### src/rtl/adc_seq_pkg.sv
package adc_seq_pkg;

  // Control word field positions (decoded by the sequencer and the host)
  localparam int CW_W       = 16;
  localparam int CW_START   = 0;
  localparam int CW_SEL_LSB = 1;
  localparam int CW_SEL_W   = 4;
  localparam int CW_EN_LSB  = 5;
  localparam int CW_SETTLE  = 15;

  // Conversion-done bit inside the enable and status registers
  localparam int IRQ_DONE_BIT = 2;

  // Register word addresses
  localparam int ADDR_W = 2;
  localparam logic [ADDR_W-1:0] ADDR_CTRL   = 2'd0;
  localparam logic [ADDR_W-1:0] ADDR_IRQEN  = 2'd1;
  localparam logic [ADDR_W-1:0] ADDR_IRQST  = 2'd2;
  localparam logic [ADDR_W-1:0] ADDR_RESULT = 2'd3;

  typedef enum logic [1:0] {
    SEQ_IDLE    = 2'd0,
    SEQ_SETTLE  = 2'd1,
    SEQ_CONVERT = 2'd2,
    SEQ_DONE    = 2'd3
  } seq_state_e;

endpackage

### src/rtl/adc_seq_settle_timer.sv
module adc_seq_settle_timer #(
  parameter int CYCLES = 64
) (
  input  logic clk,
  input  logic rst_n,
  input  logic load,
  input  logic run,
  output logic zero
);
  localparam int CNT_W = (CYCLES > 2) ? $clog2(CYCLES) : 1;
  localparam logic [CNT_W-1:0] RELOAD = CNT_W'(CYCLES - 1);

  logic [CNT_W-1:0] cnt_q;
  logic [CNT_W-1:0] cnt_d;
  logic             cnt_en;

  assign zero   = (cnt_q == '0);
  assign cnt_en = load | (run & ~zero);

  always_comb begin
    if (load) cnt_d = RELOAD;
    else      cnt_d = cnt_q - 1'b1;
  end

  always_ff @(posedge clk or negedge rst_n) begin
    if (!rst_n)      cnt_q <= '0;
    else if (cnt_en) cnt_q <= cnt_d;
  end

endmodule

### src/rtl/adc_seq_fsm.sv
module adc_seq_fsm
  import adc_seq_pkg::*;
(
  input  logic       clk,
  input  logic       rst_n,
  input  logic       go,
  input  logic       go_settle,
  input  logic       tmr_zero,
  input  logic       cnv_busy,
  output seq_state_e state,
  output logic       seq_idle,
  output logic       tmr_load,
  output logic       tmr_run,
  output logic       cnv_start,
  output logic       result_load,
  output logic       done_set
);
  seq_state_e state_q, state_d;
  logic       seen_q, seen_d;
  logic       pulse_q, pulse_d;

  // Next-state logic
  always_comb begin
    state_d = state_q;
    unique case (state_q)
      SEQ_IDLE: begin
        if (go) state_d = go_settle ? SEQ_SETTLE : SEQ_CONVERT;
      end
      SEQ_SETTLE: begin
        if (tmr_zero) state_d = SEQ_CONVERT;
      end
      SEQ_CONVERT: begin
        if (seen_q && !cnv_busy) state_d = SEQ_DONE;
      end
      SEQ_DONE: state_d = SEQ_IDLE;
      default:  state_d = SEQ_IDLE;
    endcase
  end

  // The converter must raise busy before its fall counts as completion
  always_comb begin
    if (state_q == SEQ_CONVERT) seen_d = seen_q | cnv_busy;
    else                        seen_d = 1'b0;
  end

  assign pulse_d = (state_d == SEQ_CONVERT) && (state_q != SEQ_CONVERT);

  // State registers
  always_ff @(posedge clk or negedge rst_n) begin
    if (!rst_n) begin
      state_q <= SEQ_IDLE;
      seen_q  <= 1'b0;
      pulse_q <= 1'b0;
    end else begin
      state_q <= state_d;
      seen_q  <= seen_d;
      pulse_q <= pulse_d;
    end
  end

  assign state       = state_q;
  assign seq_idle    = (state_q == SEQ_IDLE);
  assign tmr_load    = seq_idle & go & go_settle;
  assign tmr_run     = (state_q == SEQ_SETTLE);
  assign cnv_start   = pulse_q;
  assign result_load = (state_q == SEQ_CONVERT) & seen_q & ~cnv_busy;
  assign done_set    = (state_q == SEQ_DONE);

endmodule

### src/rtl/adc_seq_regs.sv
module adc_seq_regs
  import adc_seq_pkg::*;
#(
  parameter int DATA_W = 16,
  parameter int NUM_CH = 10
) (
  input  logic               clk,
  input  logic               rst_n,
  input  logic               host_wr,
  input  logic [ADDR_W-1:0]  host_addr,
  input  logic [CW_W-1:0]    host_wdata,
  output logic [CW_W-1:0]    host_rdata,
  input  logic               seq_idle,
  input  logic               done_set,
  input  logic               result_load,
  input  logic [DATA_W-1:0]  result_in,
  output logic               start_cmd,
  output logic               settle_cmd,
  output logic [CW_SEL_W-1:0] sel_cmd,
  output logic [NUM_CH-1:0]  mask_cmd,
  output logic [CW_W-1:0]    ctrl_word,
  output logic               irq_en,
  output logic               done_stat,
  output logic [DATA_W-1:0]  result_word
);
  logic [CW_W-1:0]   ctrl_q;
  logic              ie_q;
  logic              st_q, st_d;
  logic [DATA_W-1:0] res_q;

  logic ctrl_en, ie_en, st_en;
  logic wr_ctrl, wr_ie, wr_st;

  assign wr_ctrl = host_wr & (host_addr == ADDR_CTRL);
  assign wr_ie   = host_wr & (host_addr == ADDR_IRQEN);
  assign wr_st   = host_wr & (host_addr == ADDR_IRQST);

  // Control writes are accepted only while the sequencer is idle
  assign ctrl_en = wr_ctrl & seq_idle;
  assign ie_en   = wr_ie;

  // Completion wins over a simultaneous clear
  assign st_d  = done_set | (st_q & ~(wr_st & host_wdata[IRQ_DONE_BIT]));
  assign st_en = done_set | wr_st;

  always_ff @(posedge clk or negedge rst_n) begin
    if (!rst_n) begin
      ctrl_q <= '0;
      ie_q   <= 1'b0;
      st_q   <= 1'b0;
      res_q  <= '0;
    end else begin
      if (ctrl_en)     ctrl_q <= {host_wdata[CW_W-1:1], 1'b0};
      if (ie_en)       ie_q   <= host_wdata[IRQ_DONE_BIT];
      if (st_en)       st_q   <= st_d;
      if (result_load) res_q  <= result_in;
    end
  end

  // Command decode of the word being written this cycle
  assign start_cmd  = ctrl_en & host_wdata[CW_START];
  assign settle_cmd = host_wdata[CW_SETTLE];
  assign sel_cmd    = host_wdata[CW_SEL_LSB +: CW_SEL_W];
  assign mask_cmd   = host_wdata[CW_EN_LSB +: NUM_CH];

  // Read mux
  always_comb begin
    host_rdata = '0;
    unique case (host_addr)
      ADDR_CTRL:   host_rdata = ctrl_q;
      ADDR_IRQEN:  host_rdata[IRQ_DONE_BIT] = ie_q;
      ADDR_IRQST:  host_rdata[IRQ_DONE_BIT] = st_q;
      ADDR_RESULT: host_rdata[DATA_W-1:0] = res_q;
      default:     host_rdata = '0;
    endcase
  end

  assign ctrl_word   = ctrl_q;
  assign irq_en      = ie_q;
  assign done_stat   = st_q;
  assign result_word = res_q;

endmodule

### src/rtl/adc_seq_ctrl.sv
module adc_seq_ctrl
  import adc_seq_pkg::*;
#(
  parameter int DATA_W        = 16,
  parameter int NUM_CH        = 10,
  parameter int SETTLE_CYCLES = 64
) (
  input  logic              clk,
  input  logic              rst_n,
  input  logic              host_wr,
  input  logic [1:0]        host_addr,
  input  logic [15:0]       host_wdata,
  output logic [15:0]       host_rdata,
  output logic              cnv_start,
  output logic [3:0]        mux_sel,
  input  logic              cnv_busy,
  input  logic [DATA_W-1:0] cnv_data,
  output logic              irq
);
  seq_state_e            seq_state;
  logic                  seq_idle;
  logic                  tmr_load, tmr_run, tmr_zero;
  logic                  res_load, done_set;
  logic                  start_cmd, settle_cmd;
  logic [CW_SEL_W-1:0]   sel_cmd;
  logic [NUM_CH-1:0]     mask_cmd;
  logic [CW_W-1:0]       ctrl_word;
  logic                  irq_en, done_stat;
  logic [DATA_W-1:0]     result_word;
  logic [NUM_CH-1:0]     ch_hit;
  logic                  go;

  // One decoder slice per channel: selected and enabled
  for (genvar ch = 0; ch < NUM_CH; ch++) begin : g_hit
    assign ch_hit[ch] = (sel_cmd == CW_SEL_W'(ch)) & mask_cmd[ch];
  end

  assign go = start_cmd & (|ch_hit);

  adc_seq_regs #(
    .DATA_W (DATA_W),
    .NUM_CH (NUM_CH)
  ) u_regs (
    .clk         (clk),
    .rst_n       (rst_n),
    .host_wr     (host_wr),
    .host_addr   (host_addr),
    .host_wdata  (host_wdata),
    .host_rdata  (host_rdata),
    .seq_idle    (seq_idle),
    .done_set    (done_set),
    .result_load (res_load),
    .result_in   (cnv_data),
    .start_cmd   (start_cmd),
    .settle_cmd  (settle_cmd),
    .sel_cmd     (sel_cmd),
    .mask_cmd    (mask_cmd),
    .ctrl_word   (ctrl_word),
    .irq_en      (irq_en),
    .done_stat   (done_stat),
    .result_word (result_word)
  );

  adc_seq_fsm u_fsm (
    .clk         (clk),
    .rst_n       (rst_n),
    .go          (go),
    .go_settle   (settle_cmd),
    .tmr_zero    (tmr_zero),
    .cnv_busy    (cnv_busy),
    .state       (seq_state),
    .seq_idle    (seq_idle),
    .tmr_load    (tmr_load),
    .tmr_run     (tmr_run),
    .cnv_start   (cnv_start),
    .result_load (res_load),
    .done_set    (done_set)
  );

  adc_seq_settle_timer #(
    .CYCLES (SETTLE_CYCLES)
  ) u_settle (
    .clk   (clk),
    .rst_n (rst_n),
    .load  (tmr_load),
    .run   (tmr_run),
    .zero  (tmr_zero)
  );

  assign mux_sel = ctrl_word[CW_SEL_LSB +: CW_SEL_W];
  assign irq     = done_stat & irq_en;

endmodule

### config.mk
export PLATFORM = sky130hd
export DESIGN_NAME = adc_seq_ctrl
export DESIGN_NICKNAME = d
export VERILOG_FILES = /design/src/rtl/adc_seq_pkg.sv /design/src/rtl/adc_seq_settle_timer.sv /design/src/rtl/adc_seq_fsm.sv /design/src/rtl/adc_seq_regs.sv /design/src/rtl/adc_seq_ctrl.sv
export SDC_FILE = /design/constraint.sdc
export NUM_CORES = 1
export LEC_CHECK = 0
export BUFFER_PORTS_ARGS = -buffer_cell sky130_fd_sc_hd__buf_2
export CAP_MARGIN = 20
export CELL_PAD_IN_SITES_DETAIL_PLACEMENT = 1
export CELL_PAD_IN_SITES_GLOBAL_PLACEMENT = 2
export CORE_ASPECT_RATIO = 1.4
export CORE_MARGIN = 2
export CORE_UTILIZATION = 33
export DETAILED_ROUTE_END_ITERATION = 16
export PLACE_DENSITY = 0.81
export SLEW_MARGIN = 20
export SYNTH_ARGS = -nofsm -noshare
export SYNTH_HDL_FRONTEND = slang
export SYNTH_SLANG_ARGS = --single-unit
export TNS_END_PERCENT = 30
### constraint.sdc
create_clock -name clk -period 2.1 [get_ports clk]
set_clock_uncertainty 0.2 [all_clocks]
set_input_delay 0 -clock clk [delete_from_list [all_inputs] [get_ports clk]]
set_output_delay 0 -clock clk [all_outputs]
set_load 0.03 [all_outputs]
== After elaboration in Yosys (flattened, before gate mapping) ==
Cells that the tools add are included.
Storage, ports and cells
  register bits after elaboration: 43
  input port bits: 38
Operators by class
  $add $sub $neg: 1
  eq/ne operators: 17
  multiplexer cells: 10
  bitwise logic cells: 31
  reduce and logical (&&, ||, !) cells: 8
Operators by type and width (count)
  $pmux W13 S2: 1
  $and A1 B1 Y1: 24
  $eq A4 B3 Y1 const B: 4
  $eq A2 B2 Y1 const B: 5
  $reduce_or A10 Y1: 1
  $eq A4 B2 Y1 const B: 2
  $eq A4 B4 Y1 const B: 2
  $mux W2: 4
  $pmux W2 S4: 1
  $logic_not A6 Y1: 1
  $mux W6: 1
  $sub A6 B1 Y6 const B: 1
  $eq A2 B1 Y1 const B: 2
  $eq A4 B1 Y1 const B: 1
  $logic_not A2 Y1: 2
  $logic_not A4 Y1: 1
  $or A1 B1 Y1: 4
  $pmux W1 S4: 1
  $pmux W2 S2: 1
  $not A1 Y1: 3
  $logic_and A1 B1 Y1: 2
  $ne A2 B2 Y1 const B: 1
  $logic_not A1 Y1: 1
  $mux W1: 1

== Longest topological paths before layout ==
Gate-level depths: netlist of run 1.
  depth after elaboration: 9
  depth in mapped cells: 7
  depth with buffers taken out: 6

== Hierarchy ==
Synthesis of run 1 repeated with hierarchy kept, for this count alone.
Unflattened totals
  cell total of the unflattened synthesis: 206
  area, all modules: 2382.3 µm²
By module, submodules not included
  adc_seq_regs: instances 1, cells an instance 134, area each 1681.6 µm², seq. area each 825.8 µm²
  adc_seq_settle_timer: instances 1, cells an instance 39, area each 381.6 µm², seq. area each 150.1 µm²
  adc_seq_fsm: instances 1, cells an instance 19, area each 203.9 µm², seq. area each 100.1 µm²
  adc_seq_ctrl: instances 1, cells an instance 14, area each 115.1 µm², seq. area each 0.0 µm²

== Least setup slack after synthesis of run 1 ==
OpenSTA, ideal clock, no wires.
  path kind: reg2reg
  start point: reg u_fsm.state_q[0] (netlist: u_fsm.state[0])
  end point: reg u_regs.res_q[10] (netlist: u_regs.result_word[10])
  arrival time: 1389 ps
  setup slack: 384 ps
  stages on the path, launching flop included: 5
  cells stage by stage: dfrtp_1 -> nand2b_2 -> nor3_4 -> buf_4 -> mux2_1
On the way
  cells in the longest elaborated chain, start to end: 3
RTL lines
  start: declaration: RTL line adc_seq_fsm.sv:18  | seq_state_e state_q, state_d;
  start signal: assignment: RTL line adc_seq_fsm.sv:55  | state_q <= state_d;
  $eq A2 B2 Y1: RTL line adc_seq_fsm.sv:66  | assign result_load = (state_q == SEQ_CONVERT) & seen_q & ~cnv_busy;
  $and A1 B1 Y1 (2 in a row): RTL line adc_seq_fsm.sv:66
  end signal: assignment: RTL line adc_seq_regs.sv:56  | if (result_load) res_q <= result_in;
  end: declaration: RTL line adc_seq_regs.sv:29  | logic [DATA_W-1:0] res_q;
Every way passes these cells.
A chain may end at the register's enable or synchronous reset.

== Worst setup path in the final report of run 1 ==
  start point: reg u_settle.cnt_q[0]
  end point: reg u_settle.cnt_q[0]
On the way
  cells in the longest elaborated chain, start to end: 4
RTL lines
  start: declaration: RTL line adc_seq_settle_timer.sv:13  | logic [CNT_W-1:0] cnt_q;
  start signal: assignment: RTL line adc_seq_settle_timer.sv:27  | else if (cnt_en) cnt_q <= cnt_d;
  branches (longest 4 deep; another with $sub A6 B1 Y6)
Parallel ways; which one is timed is not known.

==> flow_metrics.tcl, run 1 <==
set metrics [dict create \
    ys_ff_latch 43 \
    num_antenna_cells 0 \
    synth_nets 217 \
    avgRoutedWirePerCell_um 16.38 \
    drc 0 \
    grt_pass1_vias 1807 \
    core_um2 6254 \
    cts_resized 0 \
    drt-initial-drc-count 69 \
    period_needed_ns 1.774 \
    cts-htree-levels 2 \
    postRouteAntennaNets 0 \
    rsz0062_at_grt "false" \
    power_density_nw_per_um2 891.7 \
    grt_max_degree 44 \
    root_buffer "clkbuf_8" \
    layout-drive-gt1-share_pct 34.94 \
    setup_viol 0 \
    multiInputGateArea_um2 996.0 \
    tns_ns 0 \
    synthToLayoutAreaGrowth_pct 38.21 \
    drv_cap 0 \
    synth-edff-count 0 \
    whs_ns 0.05059 \
    worst_pin_slew_ns 0.5493 \
    syn-cell-area_um2 2155 \
    path_clk_slew_ns 0.08 \
    cts_tree "done" \
    fmax_mhz 563.7 \
    ys.flop_type "dfrtp_1" \
    fin_crit_sh_pct 84.47 \
    p_leak_nw 1.430 \
    vias 1701 \
    dr.pass1.iters 4 \
    rr_worst_depth 6 \
    synth.top_cell.area_share_pct 49.94 \
    worstPathRequired_ns 2.07 \
    regArea_um2 1076 \
    antenna_found_initial 0 \
    r2r_slack_ns 0.33 \
    worstHoldPathType "input pin to register" \
    worstReg2RegEnd "u_settle.cnt_q[0]$_DFFE_PN0P_" \
    final_net_count 313 \
    yosys.area.top_type "dfrtp_1" \
    finalWirelength_um 5584 \
    synth_area_leaders "dfrtp_1 50%, mux2_1 9.4%, mux2_2 7.3%" \
    drv_slew 0 \
    path_class "register to register" \
    place_inst 299 \
    initial_core_util_pct 34.45 \
    ys_types 41 \
    startpoint "u_settle.cnt_q[0]$_DFFE_PN0P_" \
    synth_warnings 0 \
    cp_data_arrival_time_ns 1.75 \
    grt_overflow 0 \
    die_area_um2 7200 \
    outcome "finished, final reports clean" \
    final_hold_viol_count 0 \
    chipWidth_um 72.29 \
    viasPerCell 4.988 \
    stdcell_count 341 \
    relSlewSlack_pct 63.38 \
    place_hpwl_um 3986 \
    io_buffer_count 59 \
    row_count 34 \
    fill_cells 683 \
    syn_avg_cell_area_um2 12.53 \
    cp-start-kind "register" \
    seq_area_frac_synth_pct 49.94 \
    grt_usage_pct 16.68 \
    synth_cells 172 \
    cts.sinks 43 \
    cts_buffers 5 \
    die_h_um 99.61 \
    critPathMaxFanout 4 \
    critPathCapture "u_settle.cnt_q[0]$_DFFE_PN0P_" \
    clockBufferDepth 2 \
    io_pins 60 \
    clock_latency_ns 0.29 \
    grt_pass1_wl_um 9135 \
    regToRegStartpoint "u_settle.cnt_q[0]$_DFFE_PN0P_" \
    critPathCaptureType "register" \
    peakVddDrop_mv 0.3973 \
    gp_congestion 0.7569 \
    async_flop_share_pct 100.0 \
]
[timing repair]
action,CTS,global route
hold buffers,34,0
endpoints found under the hold margin,78,0
setup buffers,0,0
[kinds of logic (layout without fill, tap and decap cells)]
group | count (synthesis) | after routing | share of synthesized area (%)
flops | 43 | 43 | 49.94
mux | 38 | 38 | 19.51
simple gates | 37 | 37 | 10.74
compound gates | 29 | 29 | 11.09
buf+inv | 16 | 113 | 3.833
fa+ha+maj | 7 | 7 | 4.065
xor+xnor | 2 | 2 | 0.8132
[sequential cells by signal, summed over array words and instances, names as in the netlist]
register	cells
u_fsm.cnv_start	1
u_settle.cnt_q	6
u_regs.result_word	16
u_regs.ctrl_word	15
u_regs.done_stat	1
u_fsm.state	2
u_fsm.seen_q	1
u_regs.irq_en	1
[metal layers]
layer	vias up	wire (µm)	GRT usage, %
met5	-	0	0
met4	0	124	6.096
met3	10	202	3.242
met2	36	3016	29.00
met1	844	2240	20.14
li1	811	-	-
[layout by cell type (no fill, tap or decap), types with 2 or more instances in the layout]
cell type and n:
buf_2 59, dfrtp_1 43, dlygate4sd3_1 34, mux2_1 18, a22o_1 14, mux2_2 14, nand2_1 10, ha_1 7
inv_1 6, mux2i_1 6, buf_4 6, clkbuf_8 5, nor2b_1 4, nor3_1 3, o21ai_0 3, nor2_1 3
o311ai_1 2, o211ai_1 2, and2_1 2, xnor2_1 2, nand3_1 2
[worst min-delay path by stage]
stage	startpoint	to	slack, ns	cells past startpoint
6_report	host_wdata[0]	u_fsm.cnv_start$_DFF_PN0_	0.05	4
4_1_cts	host_wdata[0]	u_fsm.cnv_start$_DFF_PN0_	0.05	4
3_3_place_gp	rst_n	u_regs.result_word[10]$_DFFE_PN0P_	-0.09	2
3_5_place_dp	rst_n	u_regs.result_word[10]$_DFFE_PN0P_	-0.08	2
5_1_grt	host_addr[0]	u_regs.irq_en$_DFFE_PN0P_	0.07	4
2_1_floorplan	rst_n	u_fsm.cnv_start$_DFF_PN0_	-0.50	0
[report_power, final]
part           total (mW)  switching (mW)  internal, mW
combinational       0.787           0.423         0.365
sequential           1.22           0.163          1.05
clock               0.651           0.296         0.354
total                2.66           0.881          1.77
[critical path, cell delays in order (launching register included)]
cell,delay (ns)
dfrtp_1,0.39
inv_1,0.11
ha_1,0.19
nor2b_1,0.30
a21o_1,0.26
xnor2_1,0.14
nand2_1,0.07
[through the flow]
stage / setup slack, ns / utilization (%) / total power, mW / instance area, µm²
floorplan: 0.3839 / - / 1.766 / 2155
global placement: 0.3667 / 40.38 / 1.946 / 2525
detailed placement: 0.3346 / 40.38 / 1.992 / 2525
CTS: 0.2946 / 47.62 / 2.697 / 2978
global route: 0.1974 / 47.62 / 2.837 / 2978
finish: 0.3261 / 47.62 / 2.655 / 2978
[synth_stat cells, types with 2 or more instances]
| cell type | n |
|---|---|
| a22o_1 | 14 |
| and2_1 | 2 |
| buf_2 | 3 |
| buf_4 | 5 |
| clkbuf_1 | 2 |
| dfrtp_1 | 43 |
| ha_1 | 7 |
| inv_1 | 6 |
| mux2_1 | 18 |
| mux2_2 | 14 |
| mux2i_1 | 6 |
| nand2_1 | 10 |
| nand3_1 | 2 |
| nor2_1 | 3 |
| nor2b_1 | 4 |
| nor3_1 | 3 |
| o211ai_1 | 2 |
| o21ai_0 | 3 |
| o311ai_1 | 2 |
| xnor2_1 | 2 |
[final cells by class]
| type | count | area share [%] |
|---|---|---|
| clock inverter | 3 | 1.471 |
| sequential | 43 | 36.13 |
| tap | 72 | 3.025 |
| multi-input combinational | 113 | 33.45 |
| timing repair buffer | 99 | 22.86 |
| clock buffer | 5 | 2.311 |
| inverter | 6 | 0.7563 |
Note: power is estimated with default switching activity, not from simulation.
==> run 2: changes to the inputs <==
clock period = 1.7 ns   (was 2.1 ns; I/O delays follow)
==> run 2 against run 1 <==
Compared with the run above: clock-buffer cell count up 1; first-iteration DRC count down 5.8%; sequential cell count unchanged; wire length up 8.0%; non-clock buffer count up 10; die area unchanged; sequential share of layout area down 1.1 points; register-to-register slack worse by 0.29 ns; largest cell class unchanged; highest routed layer unchanged.
==> flow_metrics.tcl, run 2 (synthesis gave the netlist of run 1 again) <==
set metrics [dict create \
    outcome "finished, final reports clean" \
    multiInputGateArea_um2 1011 \
    grt.busiest_layer "met2" \
    power_density_nw_per_um2 1081 \
    path_class "register to register" \
    p_leak_nw 1.481 \
    post-route-util_pct 49.24 \
    grt_max_degree 25 \
    row_count 34 \
    crit_chain "nand2b_4, nor3_4, buf_6, mux2_2" \
    regArea_um2 1077 \
    root_buffer "clkbuf_8" \
    drc 0 \
    clock_latency_ns 0.29 \
    clockBufferDepth 2 \
    grt_overflow 0 \
    fmax_mhz 600.1 \
    rsz0062_at_grt "true" \
    cp-start-kind "register" \
    startpoint "u_fsm.state[0]$_DFF_PN0_" \
    relSlewSlack_pct 68.42 \
    grt_pass1_vias 1925 \
    cpMaxStageDelayCell "dfrtp_1" \
    tns_ns 0 \
    core_um2 6254 \
    cts-htree-levels 2 \
    drv_cap 0 \
    critPathCaptureType "register" \
    peakVddDrop_mv 0.5840 \
    gp_congestion 0.7206 \
    die_h_um 99.61 \
    regToRegStartpoint "u_fsm.state[0]$_DFF_PN0_" \
    grt_usage_pct 17.61 \
    period_needed_ns 1.666 \
    crit_family "flip-flops" \
    drv_slew 0 \
    final_net_count 323 \
    layout-drive-gt1-share_pct 38.49 \
    place_hpwl_um 3994 \
    drt-initial-drc-count 65 \
    critPathMaxStageDelay_ns 0.42 \
    gr-usage-met2_pct 32.39 \
    rr_worst_depth 4 \
    worstPathRequired_ns 1.68 \
    critPathMaxFanout 9 \
    synthToLayoutAreaGrowth_pct 42.92 \
    setup_viol 0 \
    fill_cells 696 \
    layout_common_cells "59 x buf_2, 42 x dfrtp_1, 34 x dlygate4sd3_1, 18 x mux2_1" \
    worstHoldPathType "input pin to asynchronous set/reset pin" \
    cts_buffers 5 \
    vias 1760 \
    final_hold_viol_count 0 \
    antenna_found_initial 0 \
    worstReg2RegEnd "u_regs.result_word[1]$_DFFE_PN0P_" \
    final_common_cell "buf_2" \
    use_met3_pct 3.040 \
    die_area_um2 7200 \
    postRouteAntennaNets 0 \
    largest_reg_flops 16 \
    r2r_slack_ns 0.03 \
    use_met1_pct 19.83 \
    chipWidth_um 72.29 \
    num_antenna_cells 0 \
    worst_pin_slew_ns 0.4738 \
    initial_core_util_pct 34.45 \
    cp_data_arrival_time_ns 1.64 \
    io_buffer_count 59 \
    avgRoutedWirePerCell_um 17.23 \
    io_pins 60 \
    fin_crit_sh_pct 98.02 \
    cts.sinks 43 \
    path_clk_slew_ns 0.08 \
    dr.pass1.iters 4 \
    finalWirelength_um 6029 \
    viasPerCell 5.029 \
    grt_pass1_wl_um 9570 \
    cts_tree "done" \
    path_buf_inv 1 \
]
[run 2: cell types whose count changed in the layout (fill, tap and decap cells not counted), sizes merged]
cell / change
clkinv: -2
clkbuf: +1
buf: +10
[run 2: worst max path at each step]
stage,endpoint,slack (ns),cells after the start
finish,u_regs.result_word[1]$_DFFE_PN0P_,0.03,4
global route,u_settle.cnt_q[3]$_DFFE_PN0P_,-0.04,4
CTS,u_settle.cnt_q[3]$_DFFE_PN0P_,0.01,7
detailed placement,u_settle.cnt_q[3]$_DFFE_PN0P_,-0.03,4
global placement,u_settle.cnt_q[3]$_DFFE_PN0P_,0.009,4
floorplan,u_regs.ctrl_word[10]$_DFFE_PN0N_,-0.007,4
[run 2: what timing repair did]
action / 4_1_cts / 5_1_grt
hold buffers: 34 / 0
pin swaps: 1 / 3
endpoints found under the hold margin: 79 / 0
setup buffers: 0 / 4
gates resized for setup: 1 / 6
endpoints found under the setup margin: 2 / 32
[run 2: power breakdown]
group,switching (mW),total [mW],internal (mW)
Sequential,0.198,1.50,1.31
Clock,0.336,0.767,0.431
Combinational,0.551,1.06,0.506
Total,1.09,3.33,2.24
[run 2: metrics by stage]
stage | power (mW) | cells | hold WS [ns] | setup WS [ns] | instance area (µm²)
after floorplan | 2.190 | 172 | -0.4956 | -0.007139 | 2163
after global placement | 2.445 | 305 | -0.2173 | 0.009305 | 2587
after detailed placement | 2.477 | 305 | -0.2113 | -0.02706 | 2587
after CTS | 3.325 | 346 | 0.01895 | 0.009734 | 3032
after global routing | 3.533 | 350 | 0.04382 | -0.03596 | 3079
final | 3.328 | 350 | 0.00004485 | 0.03363 | 3079
[run 2: layout make-up]
| cell class | count | share of cell area, % |
|---|---|---|
| Multi-Input combinational cell | 113 | 32.83 |
| Inverter | 6 | 0.7314 |
| Sequential cell | 43 | 34.99 |
| Clock buffer | 6 | 2.357 |
| Tap cell | 72 | 2.926 |
| Clock inverter | 1 | 0.9752 |
| Timing Repair Buffer | 109 | 25.19 |
[run 2: per-layer routing]
layer | wire, µm | share of wire [%] | vias up
li1 | - | - | 831
met1 | 2323 | 39 | 870
met2 | 3358 | 56 | 47
met3 | 207 | 3.4 | 12
met4 | 140 | 2.3 | 0
met5 | 0 | 0 | -
==> run 3: changes to the inputs <==
CORE_MARGIN = unset   (was 2)
CORE_UTILIZATION = 34   (was 33)
PLACE_DENSITY = 0.83   (was 0.81)
SYNTH_HIERARCHICAL = 1   (was unset)
==> run 3 against run 2 <==
Compared with the run above: the flow now finishes with violations (negative setup slack); critical path depth grew 6; clock-buffer cell count increased by 1; fmax is 23% lower; synthesized cell count is 19% higher; register-to-register slack lost 0.50 ns; sequential share of layout area down 3.4 points; worst hold slack improved by 0.0055 ns; power grew 32%; final cell count rose by 16%; utilization grew 2.0 points; sequential cell count stayed put; setup slack worse by 0.50 ns; largest cell class is now multi-input gates; largest power group is now combinational logic.
==> flow_metrics.tcl, run 3 <==
set metrics [dict create \
    outcome "finished, violations left" \
    violations "negative setup slack" \
    worstPathRequired_ns 1.71 \
    die_area_um2 7316 \
    cp-start-kind "register" \
    grt_usage_pct 20.31 \
    drv_cap 0 \
    placed_area_um2 2888 \
    place_hpwl_um 4714 \
    p_total_mw 4.396 \
    setup_viol 25 \
    power_density_nw_per_um2 1289 \
    syn-cell-area_um2 2371 \
    grt_pass1_wl_um 11030 \
    path_class "register to register" \
    clockBufferDepth 2 \
    vias 1996 \
    clock_latency_ns 0.30 \
    initial_core_util_pct 35.62 \
    cts.sinks 43 \
    final_net_count 359 \
    critPathCaptureType "register" \
    gp_congestion 0.7381 \
    peakVddDrop_mv 0.5918 \
    stdcell_area_um2 3410 \
    cts-htree-levels 2 \
    largest_reg_flops 16 \
    relSlewSlack_pct 62.53 \
    drt-initial-drc-count 77 \
    cpMaxStageDelayCell "dfrtp_1" \
    cts_buffers 5 \
    fin_crit_sh_pct 127.4 \
    worst_pin_slew_ns 0.5621 \
    io_pins 60 \
    rsz0062_at_grt "true" \
    final_common_cell "buf_2" \
    stdcell_count 407 \
    final_hold_viol_count 0 \
    postRouteAntennaNets 0 \
    dp_slack_ns -0.6921 \
    crit_chain "nor2_4, nand3_4, nor2_4, o41ai_2, nor4_2, and4bb_2, buf_6, buf_6, nor4b_2, nor4_2" \
    synthToLayoutAreaGrowth_pct 43.80 \
    drc 0 \
    period_needed_ns 2.166 \
    cts_tree "done" \
    finalWirelength_um 6890 \
    synth_cells 204 \
    viasPerCell 4.904 \
    critPathMaxFanout 3 \
    num_antenna_cells 0 \
    multiInputGateArea_um2 1164 \
    p_leak_nw 1.631 \
    grt_overflow 0 \
    dr.pass1.iters 4 \
    fin_ws_ns -0.4656 \
    row_count 35 \
    critPathMaxStageDelay_ns 0.42 \
    worstHoldPathType "input pin to register" \
    synth_warnings 6 \
    place_inst 362 \
    fmax_mhz 461.8 \
    io_buffer_count 59 \
    avgRoutedWirePerCell_um 16.93 \
    die_h_um 100.8 \
    antenna_found_initial 0 \
    drv_slew 0 \
    grt_max_degree 24 \
    layout-drive-gt1-share_pct 48.89 \
    post-route-util_pct 51.22 \
    syn_avg_cell_area_um2 11.62 \
    path_clk_slew_ns 0.08 \
    cp_data_arrival_time_ns 2.17 \
    fill_cells 765 \
    regArea_um2 1076 \
    chipWidth_um 72.58 \
    core_um2 6656 \
    root_buffer "clkbuf_8" \
    layout_common_cells "59 x buf_2, 43 x dfrtp_1, 33 x dlygate4sd3_1, 26 x buf_4, 24 x mux2_2" \
    grt_pass1_vias 2118 \
    synth_nets 249 \
]
-- run 3: metal layers --
metal | wire length, µm | global-route usage [%] | part of all wire (%)
met5 | 0 | 0 | 0
met4 | 117 | 6.938 | 1.7
met3 | 209 | 3.600 | 3.0
met2 | 3774 | 35.80 | 55
met1 | 2788 | 24.60 | 40
-- run 3: where the power goes --
| part | total [mW] | switching, mW | internal [mW] | leakage (nW) |
|---|---|---|---|---|
| combinational | 1.89 | 0.898 | 0.990 | 1.07 |
| sequential | 1.87 | 0.357 | 1.51 | 0.515 |
| clock | 0.639 | 0.350 | 0.289 | 0.0422 |
-- run 3: worst max-delay path: cells and delay by family, from the launching register on --
family	cells	cell delay [ns]
flip-flops	1	0.42
AND/OR/NAND/NOR	7	1.16
AO/OA/AOI/OAI	1	0.08
buffers and inverters	2	0.22
-- run 3: stage by stage --
stage	hold WS, ns	setup TNS [ns]
after floorplan	-0.4956	-4.902
after global placement	-0.1692	-3.179
after detailed placement	-0.1735	-4.261
after CTS	0.001691	-4.332
after global routing	0.01411	-5.483
final	0.005511	-3.470
-- run 3: area by class of cell --
cell class | count | area share, %
Inverter | 9 | 0.9908
Clock inverter | 1 | 0.1468
Multi-Input combinational cell | 128 | 34.13
Timing Repair Buffer | 127 | 27.56
Tap cell | 92 | 3.376
Sequential cell | 43 | 31.56
Clock buffer | 7 | 2.239
-- run 3: path summary, 6_finish.rpt --
path | slack (ns) | cells after the start | endpoint | from
worst max-delay path | -0.47 | 10 | u_settle/cnt_q[0]$_DFFE_PN0P_ | u_fsm/state[1]$_DFF_PN0_
min in group asynchronous | 0.03 | 2 | u_regs/result_word[9]$_DFFE_PN0P_ | rst_n
worst min-delay path | 0.006 | 3 | u_regs/ctrl_word[2]$_DFFE_PN0P_ | host_wdata[2]
worst min register to register | 0.31 | 1 | u_regs/result_word[0]$_DFFE_PN0P_ | u_regs/result_word[0]$_DFFE_PN0P_
max in group asynchronous | 0.75 | 3 | u_regs/result_word[10]$_DFFE_PN0P_ | rst_n
worst max register to register | -0.47 | 10 | u_settle/cnt_q[0]$_DFFE_PN0P_ | u_fsm/state[1]$_DFF_PN0_
-- run 3: timing repair --
item                                    4_1_cts  5_1_grt
gates resized for setup                      13       11
endpoints found under the setup margin       22       25
pin swaps                                     8        2
hold endpoints to repair                     78        0
hold buffers                                 33        0
setup buffers                                 7        2
